--- src/rtl/exr_pkg.sv ---
package exr_pkg;

  // Logical index handled by a decoder at a given step of its slice.
  function automatic int unsigned lane_index(int unsigned dec, int unsigned step,
                                             int unsigned slice_len);
    return dec * slice_len + step;
  endfunction

  // Width helper that never returns zero.
  function automatic int unsigned safe_clog2(int unsigned n);
    return (n > 1) ? $clog2(n) : 1;
  endfunction

endpackage

--- src/rtl/exr_map_table.sv ---
module exr_map_table #(
  parameter int FRAME_LEN = 30,
  parameter int NUM_DEC   = 5,
  parameter int IDX_W     = 5,
  parameter int BANK_W    = 3,
  parameter int POS_W     = 3
) (
  input  logic              clk,
  input  logic              rst_n,
  input  logic              cfg_we,
  input  logic [IDX_W-1:0]  cfg_idx,
  input  logic [BANK_W-1:0] cfg_bank,
  input  logic [POS_W-1:0]  cfg_pos,
  input  logic [IDX_W-1:0]  cfg_perm,
  input  logic              use_perm,
  input  logic [IDX_W-1:0]  look_idx  [NUM_DEC],
  output logic [BANK_W-1:0] look_bank [NUM_DEC],
  output logic [POS_W-1:0]  look_pos  [NUM_DEC]
);

  logic [BANK_W-1:0] bank_tab [FRAME_LEN];
  logic [POS_W-1:0]  pos_tab  [FRAME_LEN];
  logic [IDX_W-1:0]  perm_tab [FRAME_LEN];

  logic cfg_hit;
  assign cfg_hit = cfg_we && (int'(cfg_idx) < FRAME_LEN);

  always_ff @(posedge clk or negedge rst_n) begin
    if (!rst_n) begin
      for (int i = 0; i < FRAME_LEN; i++) begin
        bank_tab[i] <= '0;
        pos_tab[i]  <= '0;
        perm_tab[i] <= '0;
      end
    end else if (cfg_hit) begin
      bank_tab[cfg_idx] <= cfg_bank;
      pos_tab[cfg_idx]  <= cfg_pos;
      perm_tab[cfg_idx] <= cfg_perm;
    end
  end

  for (genvar j = 0; j < NUM_DEC; j++) begin : g_look
    logic [IDX_W-1:0] eff_idx;
    always_comb begin
      eff_idx = look_idx[j];
      if (use_perm && (int'(look_idx[j]) < FRAME_LEN))
        eff_idx = perm_tab[look_idx[j]];
      if (int'(eff_idx) < FRAME_LEN) begin
        look_bank[j] = bank_tab[eff_idx];
        look_pos[j]  = pos_tab[eff_idx];
      end else begin
        look_bank[j] = '0;
        look_pos[j]  = '0;
      end
    end
  end


  cfg_store_chk: assert property (@(posedge clk) disable iff (!rst_n)
    cfg_hit |=> (bank_tab[$past(cfg_idx)] == $past(cfg_bank)) &&
                (pos_tab[$past(cfg_idx)]  == $past(cfg_pos)));

endmodule

--- src/rtl/exr_arbiter.sv ---
module exr_arbiter #(
  parameter int NUM_DEC = 5,
  parameter int BANK_W  = 3,
  parameter int DEC_W   = 3
) (
  input  logic              clk,
  input  logic              rst_n,
  input  logic              valid,
  input  logic [BANK_W-1:0] lane_bank  [NUM_DEC],
  output logic              bank_hit   [NUM_DEC],
  output logic [DEC_W-1:0]  bank_owner [NUM_DEC],
  output logic [NUM_DEC-1:0] lane_lost,
  output logic              conflict
);

  // Per bank: lowest-numbered decoder aimed at it.
  for (genvar b = 0; b < NUM_DEC; b++) begin : g_bank
    always_comb begin
      bank_hit[b]   = 1'b0;
      bank_owner[b] = '0;
      for (int j = NUM_DEC - 1; j >= 0; j--) begin
        if (valid && (lane_bank[j] == BANK_W'(b))) begin
          bank_hit[b]   = 1'b1;
          bank_owner[b] = DEC_W'(j);
        end
      end
    end
  end

  // Per decoder: lost if a lower decoder targets the same bank.
  for (genvar j = 0; j < NUM_DEC; j++) begin : g_lane
    logic shadowed;
    always_comb begin
      shadowed = 1'b0;
      for (int i = 0; i < j; i++)
        if (lane_bank[i] == lane_bank[j]) shadowed = 1'b1;
    end
    assign lane_lost[j] = valid && shadowed;


    lost_owner_chk: assert property (@(posedge clk) disable iff (!rst_n)
      (lane_lost[j] && (int'(lane_bank[j]) < NUM_DEC)) |->
        (bank_hit[lane_bank[j]] && (int'(bank_owner[lane_bank[j]]) < j)));
  end

  assign conflict = |lane_lost;

  // Winners per bank, derived from the loss vector.
  for (genvar b = 0; b < NUM_DEC; b++) begin : g_win
    logic [NUM_DEC-1:0] win;
    for (genvar j = 0; j < NUM_DEC; j++) begin : g_w
      assign win[j] = valid && (lane_bank[j] == BANK_W'(b)) && !lane_lost[j];
    end

    one_winner_chk: assert property (@(posedge clk) disable iff (!rst_n)
      $onehot0(win));
  end

endmodule

--- src/rtl/exr_bank.sv ---
module exr_bank #(
  parameter int DEPTH  = 6,
  parameter int DATA_W = 8,
  parameter int POS_W  = 3
) (
  input  logic              clk,
  input  logic              rst_n,
  input  logic              we,
  input  logic              re,
  input  logic [POS_W-1:0]  addr,
  input  logic [DATA_W-1:0] wdata,
  output logic [DATA_W-1:0] rdata
);

  logic [DATA_W-1:0] mem [DEPTH];
  logic addr_ok;
  assign addr_ok = int'(addr) < DEPTH;

  always_ff @(posedge clk) begin
    if (we && addr_ok) mem[addr] <= wdata;
  end

  always_ff @(posedge clk or negedge rst_n) begin
    if (!rst_n)    rdata <= '0;
    else if (re)   rdata <= addr_ok ? mem[addr] : '0;
  end


  bank_store_chk: assert property (@(posedge clk) disable iff (!rst_n)
    (we && addr_ok) |=> (mem[$past(addr)] == $past(wdata)));

endmodule

--- src/rtl/exr_router.sv ---
module exr_router #(
  parameter  int FRAME_LEN = 30,
  parameter  int NUM_DEC   = 5,
  parameter  int DATA_W    = 8,
  localparam int SUB_LEN   = FRAME_LEN / NUM_DEC,
  localparam int IDX_W     = exr_pkg::safe_clog2(FRAME_LEN),
  localparam int BANK_W    = exr_pkg::safe_clog2(NUM_DEC),
  localparam int POS_W     = exr_pkg::safe_clog2(SUB_LEN),
  localparam int BUS_W     = NUM_DEC * DATA_W
) (
  input  logic              clk,
  input  logic              rst_n,
  input  logic              cfg_we,
  input  logic [IDX_W-1:0]  cfg_idx,
  input  logic [BANK_W-1:0] cfg_bank,
  input  logic [POS_W-1:0]  cfg_pos,
  input  logic [IDX_W-1:0]  cfg_perm,
  input  logic              req_valid,
  input  logic              req_write,
  input  logic              req_perm,
  input  logic [POS_W-1:0]  req_step,
  input  logic [BUS_W-1:0]  wr_data,
  output logic              rd_valid,
  output logic [BUS_W-1:0]  rd_data,
  output logic              collision
);

  localparam int DEC_W = BANK_W;

  logic [IDX_W-1:0]   lane_idx   [NUM_DEC];
  logic [BANK_W-1:0]  lane_bank  [NUM_DEC];
  logic [POS_W-1:0]   lane_pos   [NUM_DEC];
  logic               bank_hit   [NUM_DEC];
  logic [DEC_W-1:0]   bank_owner [NUM_DEC];
  logic [DATA_W-1:0]  bank_rdata [NUM_DEC];
  logic [NUM_DEC-1:0] lane_lost;
  logic               conflict;
  logic               rd_req;
  logic               wr_req;
  logic [BANK_W-1:0]  ret_bank_q [NUM_DEC];
  logic               rd_valid_q;
  logic               collision_q;

  assign rd_req = req_valid && !req_write;
  assign wr_req = req_valid && req_write;

  for (genvar j = 0; j < NUM_DEC; j++) begin : g_idx
    assign lane_idx[j] = IDX_W'(exr_pkg::lane_index(j, int'(req_step), SUB_LEN));
  end

  exr_map_table #(
    .FRAME_LEN(FRAME_LEN), .NUM_DEC(NUM_DEC),
    .IDX_W(IDX_W), .BANK_W(BANK_W), .POS_W(POS_W)
  ) u_map (
    .clk(clk), .rst_n(rst_n),
    .cfg_we(cfg_we), .cfg_idx(cfg_idx), .cfg_bank(cfg_bank),
    .cfg_pos(cfg_pos), .cfg_perm(cfg_perm),
    .use_perm(req_perm), .look_idx(lane_idx),
    .look_bank(lane_bank), .look_pos(lane_pos)
  );

  exr_arbiter #(
    .NUM_DEC(NUM_DEC), .BANK_W(BANK_W), .DEC_W(DEC_W)
  ) u_arb (
    .clk(clk), .rst_n(rst_n), .valid(req_valid),
    .lane_bank(lane_bank), .bank_hit(bank_hit), .bank_owner(bank_owner),
    .lane_lost(lane_lost), .conflict(conflict)
  );

  // Crossbar into the banks: each bank follows its owning decoder.
  for (genvar b = 0; b < NUM_DEC; b++) begin : g_bank
    logic [POS_W-1:0]  sel_pos;
    logic [DATA_W-1:0] sel_data;
    assign sel_pos  = lane_pos[bank_owner[b]];
    assign sel_data = wr_data[int'(bank_owner[b]) * DATA_W +: DATA_W];

    exr_bank #(.DEPTH(SUB_LEN), .DATA_W(DATA_W), .POS_W(POS_W)) u_bank (
      .clk(clk), .rst_n(rst_n),
      .we(wr_req && bank_hit[b]),
      .re(rd_req && bank_hit[b]),
      .addr(sel_pos), .wdata(sel_data), .rdata(bank_rdata[b])
    );
  end

  // Return path: remember which bank each decoder read from.
  always_ff @(posedge clk or negedge rst_n) begin
    if (!rst_n) begin
      for (int j = 0; j < NUM_DEC; j++) ret_bank_q[j] <= '0;
      rd_valid_q  <= 1'b0;
      collision_q <= 1'b0;
    end else begin
      rd_valid_q <= rd_req;
      if (rd_req)
        for (int j = 0; j < NUM_DEC; j++) ret_bank_q[j] <= lane_bank[j];
      if (req_valid && conflict) collision_q <= 1'b1;
    end
  end

  always_comb begin
    rd_data = '0;
    for (int j = 0; j < NUM_DEC; j++) begin
      if (int'(ret_bank_q[j]) < NUM_DEC)
        rd_data[j*DATA_W +: DATA_W] = bank_rdata[ret_bank_q[j]];
    end
  end

  assign rd_valid  = rd_valid_q;
  assign collision = collision_q;


  rd_follow_chk: assert property (@(posedge clk) disable iff (!rst_n)
    rd_req |=> rd_valid);


  rd_quiet_chk: assert property (@(posedge clk) disable iff (!rst_n)
    !rd_req |=> !rd_valid);


  sticky_flag_chk: assert property (@(posedge clk) disable iff (!rst_n)
    collision |=> collision);


  clean_flag_chk: assert property (@(posedge clk) disable iff (!rst_n)
    (!collision && !(req_valid && conflict)) |=> !collision);

endmodule

--- config.mk ---
export PLATFORM = sky130hd
export DESIGN_NAME = exr_router
export DESIGN_NICKNAME = d
export VERILOG_FILES = /design/src/rtl/exr_pkg.sv /design/src/rtl/exr_map_table.sv /design/src/rtl/exr_arbiter.sv /design/src/rtl/exr_bank.sv /design/src/rtl/exr_router.sv
export SDC_FILE = /design/constraint.sdc
export NUM_CORES = 2
export LEC_CHECK = 0
export BUFFER_PORTS_ARGS = -buffer_cell sky130_fd_sc_hd__buf_2
export CAP_MARGIN = 20
export CORE_MARGIN = 5
export CORE_UTILIZATION = 25
export DETAILED_ROUTE_END_ITERATION = 12
export MAX_ROUTING_LAYER = met4
export PLACE_DENSITY = 0.5
export RECOVER_POWER = 50
export SYNTH_ARGS = -nofsm -noshare
export SYNTH_HDL_FRONTEND = slang
export SYNTH_SLANG_ARGS = --single-unit
--- constraint.sdc ---
create_clock -name clk -period 7.6 [get_ports clk]
set_input_delay 1.52 -clock clk [delete_from_list [all_inputs] [get_ports clk]]
set_output_delay 1.52 -clock clk [all_outputs]
set_load 0.1 [all_outputs]
Word-level counts from Yosys, hierarchy flattened
Memory sizes are Yosys's and may differ from the RTL's.
Index checks and enable logic that the tools add are counted.
{ "op_classes": {"bitwise_logic": 21, "n_shift": 5, "n_mux": 177, "mul": 0, "reduce_logical": 61, "div": 0, "n_eq_ne": 30, "add_sub_neg": 4, "magnitude_cmp": 43} }
{ "op_table": {"columns": ["operator", "n"], "rows": [
  ["40-bit by 7-bit variable part select with 8-bit output", 5],
  ["3-bit 2-to-1 mux", 66],
  ["90-bit bitwise mux", 2],
  ["8-bit 2-to-1 mux", 20],
  ["3-bit binary-select mux with 5-bit select", 10],
  ["150-bit bitwise mux", 1],
  ["5-bit binary-select mux with 5-bit select", 5],
  ["8-bit binary-select mux with 3-bit select", 5],
  ["5-bit 2-to-1 mux", 16],
  ["6-bit greater-or-equal comparator (second input constant)", 11],
  ["1-bit logical AND", 54],
  ["5-bit inverter with 6-bit output", 9],
  ["3-bit binary-select mux with 3-bit select", 5],
  ["5-bit less-than comparator (second input constant)", 9],
  ["1-bit 2-to-1 mux", 45],
  ["4-bit greater-or-equal comparator (second input constant)", 10],
  ["3-bit inverter with 4-bit output", 10],
  ["3-bit by 2-bit equality test with 1-bit output (second input constant)", 10],
  ["3-bit equality test", 10],
  ["3-bit less-than comparator (second input constant)", 10],
  ["5-bit demux with 5-bit select", 1],
  ["3-bit demux with 5-bit select", 1],
  ["3-bit by 1-bit equality test with 1-bit output (second input constant)", 5],
  ["3-bit equality test (second input constant)", 5],
  ["11 further kinds", 16]
]} }
{ "totals": {"memories": 5, "elab_cells": 448, "input_bits": 65, "latchBits": 0, "mem_bits_ro": 0, "output_inout_bits": 42, "mem_bits_rw": 240, "register_bits": 387} }
{ "memory_table": {"columns": ["memory", "words", "width", "rd", "rd_clocked_by_memory_dff", "wr", "line", "rtl"], "rows": [
  ["g_bank[0].u_bank.mem", 6, 8, 1, 0, 1, "exr_bank.sv:15", "logic [DATA_W-1:0] mem [DEPTH];"],
  ["g_bank[1].u_bank.mem", 6, 8, 1, 0, 1, "exr_bank.sv:15", null],
  ["g_bank[2].u_bank.mem", 6, 8, 1, 0, 1, "exr_bank.sv:15", null],
  ["g_bank[3].u_bank.mem", 6, 8, 1, 0, 1, "exr_bank.sv:15", null],
  ["g_bank[4].u_bank.mem", 6, 8, 1, 0, 1, "exr_bank.sv:15", null]
]} }

Logic depth before layout (Yosys ltp)
{ "depth": {"word_depth": 26, "depth_mapped": 27} }

Modules after synthesis
A second synthesis with hierarchy kept.
{ "unflattened": {"cells_unflattened": 3817, "hier_area_um2": 44642.8} }
{ "by_module_without_submodules": {"columns": ["module", "seq_area_each_um2", "n_inst", "cells_per_inst", "area_each_um2"], "rows": [
  ["exr_map_table", 8257.9, 1, 2545, 28273.4],
  ["exr_bank (g_bank[0].u_bank ...)", 1641.6, 3, 122, 2135.8],
  ["exr_router", 425.4, 1, 532, 4677.0],
  ["exr_bank (g_bank[3].u_bank ...)", 1641.6, 2, 120, 2174.6],
  ["exr_arbiter", 0.0, 1, 134, 935.9]
]} }

Worst setup path after synthesis
OpenSTA, ideal clock, no wires.
{ "synth_path": {"kind": "input port to flip-flop", "startpoint": "input port req_step[1]", "endpoint": "memory g_bank[3].u_bank.mem[4][0], enable pin", "cell_stages": 22, "n_path_buf": 6, "setup_ns": 0.398, "arrival_time_ns": 6.908, "slack_ns": 0.294, "path_cell_list": "buf_2 -> buf_4 -> inv_2 -> ha_1 -> clkbuf_1 -> mux4_2 -> a221o_1 -> nand2_1 -> o21a_1 -> nand2_1 -> or4_1 -> a21oi_1 -> or3_1 -> clkbuf_1 -> nand4_1 -> nand3b_1 -> a21oi_1 -> o31a_1 -> buf_2 -> buf_2 -> inv_1 -> nor4b_1"} }
{ "synth_via": {"elab_chain_cells": 26, "word_cells_on_any_way": 118, "classes_between": "add/sub (4); order compare (11); eq/ne (5); mux (75); bitwise (11); reduce/logical (12)"} }
{ "synth_rtl": {"columns": ["item", "line", "rtl"], "rows": [
  ["start: declaration", "exr_router.sv:21", "input logic [POS_W-1:0] req_step,"],
  ["5-bit by 3-bit adder with 5-bit output", "exr_pkg.sv:6", "return dec * slice_len + step;"],
  ["5-bit inverter with 6-bit output (implied by the code)", "exr_map_table.sv:47", "eff_idx = perm_tab[look_idx[j]];"],
  ["5-bit binary-select mux with 5-bit select", "exr_map_table.sv:47", null],
  ["5-bit 2-to-1 mux (implied by the code) (2 in series)", "exr_map_table.sv:47", null],
  ["5-bit 2-to-1 mux", "exr_map_table.sv:46", "if (use_perm && (int'(look_idx[j]) < FRAME_LEN))"],
  ["5-bit inverter with 6-bit output (implied by the code)", "exr_map_table.sv:49, exr_map_table.sv:50", null],
  ["3-bit binary-select mux with 5-bit select", "exr_map_table.sv:49", "look_bank[j] = bank_tab[eff_idx];"],
  ["3-bit 2-to-1 mux (implied by the code) (2 in series)", "exr_map_table.sv:49", null],
  ["(+3 left out)", null, null],
  ["3-bit 2-to-1 mux (5 in series)", "exr_arbiter.sv:22", "if (valid && (lane_bank[j] == BANK_W'(b))) begin"],
  ["3-bit inverter with 4-bit output (implied by the code)", "exr_router.sv:74", "assign sel_pos = lane_pos[bank_owner[b]];"],
  ["3-bit binary-select mux with 3-bit select", "exr_router.sv:74", null],
  ["3-bit 2-to-1 mux (implied by the code) (2 in series)", "exr_router.sv:74", null],
  ["3-bit less-than comparator", "exr_bank.sv:17", "assign addr_ok = int'(addr) < DEPTH;"],
  ["1-bit logical AND", "exr_bank.sv:20", "if (we && addr_ok) mem[addr] <= wdata;"],
  ["1-bit 2-to-1 mux", "exr_bank.sv:20", null],
  ["1-bit 2-to-1 mux (implied by the code)", "exr_bank.sv:20", null],
  ["end: declaration", "exr_bank.sv:15", null]
]} }
Several ways; a longest one is shown, not always the timed one. The select of a mux whose other input is x is not followed.

Worst setup path after layout
{ "layout_path": {"startpoint": "input port req_step[1]", "endpoint": "register g_bank[3].u_bank.rdata[1]"} }
{ "layout_via": {"elab_chain_cells": 24, "word_cells_on_any_way": 117, "classes_between": "add/sub (4); order compare (11); eq/ne (5); mux (74); bitwise (11); reduce/logical (11); memory (1)"} }
{ "layout_rtl": {"columns": ["item", "line", "rtl"], "rows": [
  ["5-bit by 3-bit adder with 5-bit output", "exr_pkg.sv:6", null],
  ["5-bit inverter with 6-bit output (implied by the code)", "exr_map_table.sv:47", null],
  ["5-bit binary-select mux with 5-bit select", "exr_map_table.sv:47", null],
  ["5-bit 2-to-1 mux (implied by the code) (2 in series)", "exr_map_table.sv:47", null],
  ["5-bit 2-to-1 mux", "exr_map_table.sv:46", null],
  ["5-bit inverter with 6-bit output (implied by the code)", "exr_map_table.sv:49, exr_map_table.sv:50", null],
  ["3-bit binary-select mux with 5-bit select", "exr_map_table.sv:49", null],
  ["3-bit 2-to-1 mux (implied by the code) (2 in series)", "exr_map_table.sv:49", null],
  ["3-bit 2-to-1 mux", "exr_map_table.sv:48", "if (int'(eff_idx) < FRAME_LEN) begin"],
  ["3-bit by 2-bit equality test with 1-bit output", "exr_arbiter.sv:22", null],
  ["1-bit logical AND", "exr_arbiter.sv:22", null],
  ["3-bit 2-to-1 mux (5 in series)", "exr_arbiter.sv:22", null],
  ["3-bit inverter with 4-bit output (implied by the code)", "exr_router.sv:74", null],
  ["3-bit binary-select mux with 3-bit select", "exr_router.sv:74", null],
  ["3-bit 2-to-1 mux (implied by the code) (2 in series)", "exr_router.sv:74", null],
  ["memory 6 x 8 bit / 3-bit less-than comparator (equally long branches)", null, null],
  ["8-bit 2-to-1 mux", "exr_bank.sv:25", "else if (re) rdata <= addr_ok ? mem[addr] : '0;"],
  ["end signal: assignment", "exr_bank.sv:25", null],
  ["end: declaration", "exr_bank.sv:12", "output logic [DATA_W-1:0] rdata"]
]} }
Several ways; a longest one is shown, not always the timed one. The select of a mux whose other input is x is not followed.
A chain may end at the register's enable or synchronous reset.

==> flow_summary_export.csv <==
group,metric,value,unit
placement,hpwl,129700,µm
floorplanning,fp.dieW,412.4,µm
detailed_routing,num_vias,35335,
worst_setup_path,r2r-start,"u_map.perm_tab[131]",
worst_setup_path,crit_path_end_kind,"flip-flop",
synth,ys.flop_type,"dfrtp_1",
clocking,postCtsSetupBuffers,0,
floorplanning,die_y,412.4,µm
detailed_routing,ant_nets,0,
final_layout,layout-drive-gt1-share,0.2751,
floorplanning,design.die.area,170000,µm²
clocking,cts_root_buf,"clkbuf_16",
final_layout,fillers,16820,
clocking,h-tree-depth,3,
synth,yosys-top-cells-count,"nand2_1, mux2_2, dfrtp_1",
clocking,cts.sinks,627,
job,maxCapViolCount,15,
clocking,cts_tree,"built",
floorplanning,core-area,160800,µm²
pwr,finalPower,15.83,mW
sta,fin_worst_skew,0.03592,ns
sta,max_freq,134.0,MHz
pwr,leakagePower,18.89,nW
floorplanning,num_rows,147,
clocking,path_clk_slew,0.06,ns
global_route,grt_max_degree,176,
synth,synth.ff_latch_count,627,
global_route,grt_antenna_before_repair,8,
global_route,grt_pass1_wl,252900,µm
synth,yosysWarnings,0,
sta,hold_violations,0,
sta,period_needed,7.461,ns
clocking,worstSkewPairLatency,0.69,ns
worst_setup_path,startpoint,"req_step[1]",
synth,async_flop_share,0.6172,
status,status,"finished, violations left",
floorplanning,boundaryPins,107,
synth,synthCells,3942,
sta,rsz0062_at_grt,"no",
min_path,hp-start,"u_map.perm_tab[107]",
global_route,grt_pass1_vias,33686,
final_layout,final_nets,4236,
detailed_routing,drcViolationCount,0,
synth,syn_nets,4010,
sta,tightest_slew,5.882,ns
synth,synth_area_leaders,"dfrtp_1, edfxtp_1, mux2_2",
synth,yosysMostFrequentCell,"nand2_1",
synth,avgSynthCellArea,10.27,µm²
final_layout,syn_to_final_growth,18.47,%
pwr,ir_drop,0.4291,mV
final_layout,postLayoutCellArea,47950,µm²
placement,gp_congestion,1.046,
synth,yosysSeqAreaShare,0.4173,
detailed_routing,post_drt_wl_per_cell,27.76,µm
sta,slew_headroom,-2.921,
clocking,clk_path_buf_depth,3,
detailed_routing,drt_wl_total,177400,µm
synth,yosysTopAreaCell,"dfrtp_1",
sta,holdWs,0.5011,ns
worst_setup_path,cp_max_fo,27,
status,violations,"capacitance limit, slew limit",
min_path,hold_class,"flip-flop to flip-flop",
sta,period_share,0.9817,
worst_setup_path,worstSetupStartpointType,"primary input",
placement,postPlaceCellArea,45400,µm²
pwr,power_density,330.1,nW/µm²
worst_setup_path,cp.arrival,8.01,ns
global_route,grt_use_total,0.2079,
placement,portBuffers,106,
synth,synth_top_area_frac,0.2393,
sta,finalMaxSlewViolations,270,
clocking,cts_buffers,76,
floorplanning,initial_core_util,0.2518,
synth,syn_area,40480,µm²
detailed_routing,drt_iter0_drc,4267,
worst_setup_path,path_class,"primary input to flip-flop",
synth,ys_types,117,
worst_setup_path,worst_ep_required_time,8.15,ns
detailed_routing,dr.pass1.iters,6,
synth,synth_edf_count,240,
global_route,overflow,0,
sta,setup-violations-final,0,
detailed_routing,avgViaCountPerCell,5.528,
-- layer usage --
| layer | part of all wire | wire length [µm] | global-route usage |
|---|---|---|---|
| met2 | 0.45 | 79470 | 0.3170 |
| met1 | 0.43 | 76140 | 0.2769 |
| met4 | 0.041 | 7245 | 0.06930 |
| met5 | 0 | 0 | - |
| met3 | 0.082 | 14590 | 0.04129 |
-- through the flow --
step                        util  setup slack, ns  TNS [ns]  instances
after floorplan                -           0.2942         0       3942
after global placement    0.2824          -0.3482    -29.84       6250
after detailed placement  0.2824          -0.2303    -16.47       6250
after CTS                 0.2989           0.4844         0       6388
after global routing      0.2983          0.03111         0       6390
final                     0.2983           0.1393         0       6392
-- where the power goes --
group | switching (mW) | leakage, nW | internal [mW] | total [mW]
sequential | 0.958 | 7.06 | 4.18 | 5.14
combinational | 4.34 | 10.6 | 2.50 | 6.84
clock | 1.57 | 1.28 | 2.27 | 3.84
-- flip-flops by register name (all words and copies together) (netlist names) --
name                 flops
u_map.bank_tab          90
u_map.perm_tab         150
collision                1
g_bank.u_bank.mem      240
rd_valid                 1
ret_bank_q              15
u_map.pos_tab           90
g_bank.u_bank.rdata     40
-- critical path, cell delays in order --
cell	delay, ns
buf_2	0.18
inv_2	0.06
ha_1	0.59
clkinv_1	0.40
nor3_1	0.51
o31ai_4	0.15
buf_4	0.20
o21ai_1	0.33
buf_4	0.23
a211oi_1	0.05
a2111oi_0	0.95
buf_4	0.25
o21a_1	0.19
nor2_1	0.10
buf_4	0.23
o41ai_2	0.49
o21ai_0	0.18
o2bb2ai_1	0.16
o31a_1	0.28
buf_12	0.18
mux2_2	0.28
a22o_1	0.20
a221o_1	0.26
-- cell usage in the layout (no fill, tap or decap), drive strengths merged, types with 28 or more instances in the layout --
cell type    n
inv         52
and3        31
nand2      566
edfxtp     240
nand3      160
nand2b      32
a31oi       47
buf        449
mux4        56
nor3        45
mux2i      359
dfrtp      387
o21ai      149
a211oi      75
a21oi      189
nor2       172
clkbuf     126
mux2       455
o211ai      40
a311oi      43
o22a        28
o22ai       57
-- cell families (layout without fill, tap and decap cells) --
group           count (synthesis)  count (layout)  synth area share
compound gates                872             872            0.1519
xor+xnor                       20              20          0.004328
fa+ha+maj                       3               3         0.0009275
buf+inv                       374             660           0.04306
flops                         627             627            0.4173
mux                           870             870            0.2474
other cells                     0               4                 0
simple gates                 1176            1176            0.1350
-- what timing repair did --
action | CTS | global route
hold buffers | 0 | 0
setup endpoints to repair | 0 | 8
resized for setup | 0 | 1
-- final timing paths --
path	endpoint	slack, ns	cells after the start
max in group asynchronous	u_map.pos_tab[85]	1.23	1
min in group asynchronous	u_map.bank_tab[15]	2.95	1
setup reg to reg	g_bank[1].u_bank.mem[4][1]	1.18	17
setup / recovery	g_bank[3].u_bank.rdata[1]	0.14	23
hold / removal	u_map.perm_tab[107]	0.50	1
hold reg to reg	u_map.perm_tab[107]	0.50	1
-- area by class of cell --
cell class                      instances  area, µm²  share of cell area
Sequential cell                       627      16890              0.3523
Inverter                               54      202.7            0.004227
Antenna cell                            4      10.01           0.0002088
Tap cell                             2160       2703             0.05636
Timing Repair Buffer                  468       3515             0.07330
Clock buffer                          107       2190             0.04566
Clock inverter                         31      459.2            0.009576
Multi-Input combinational cell       2941      21980              0.4584
No activity file was read; power rests on OpenSTA's default activity.
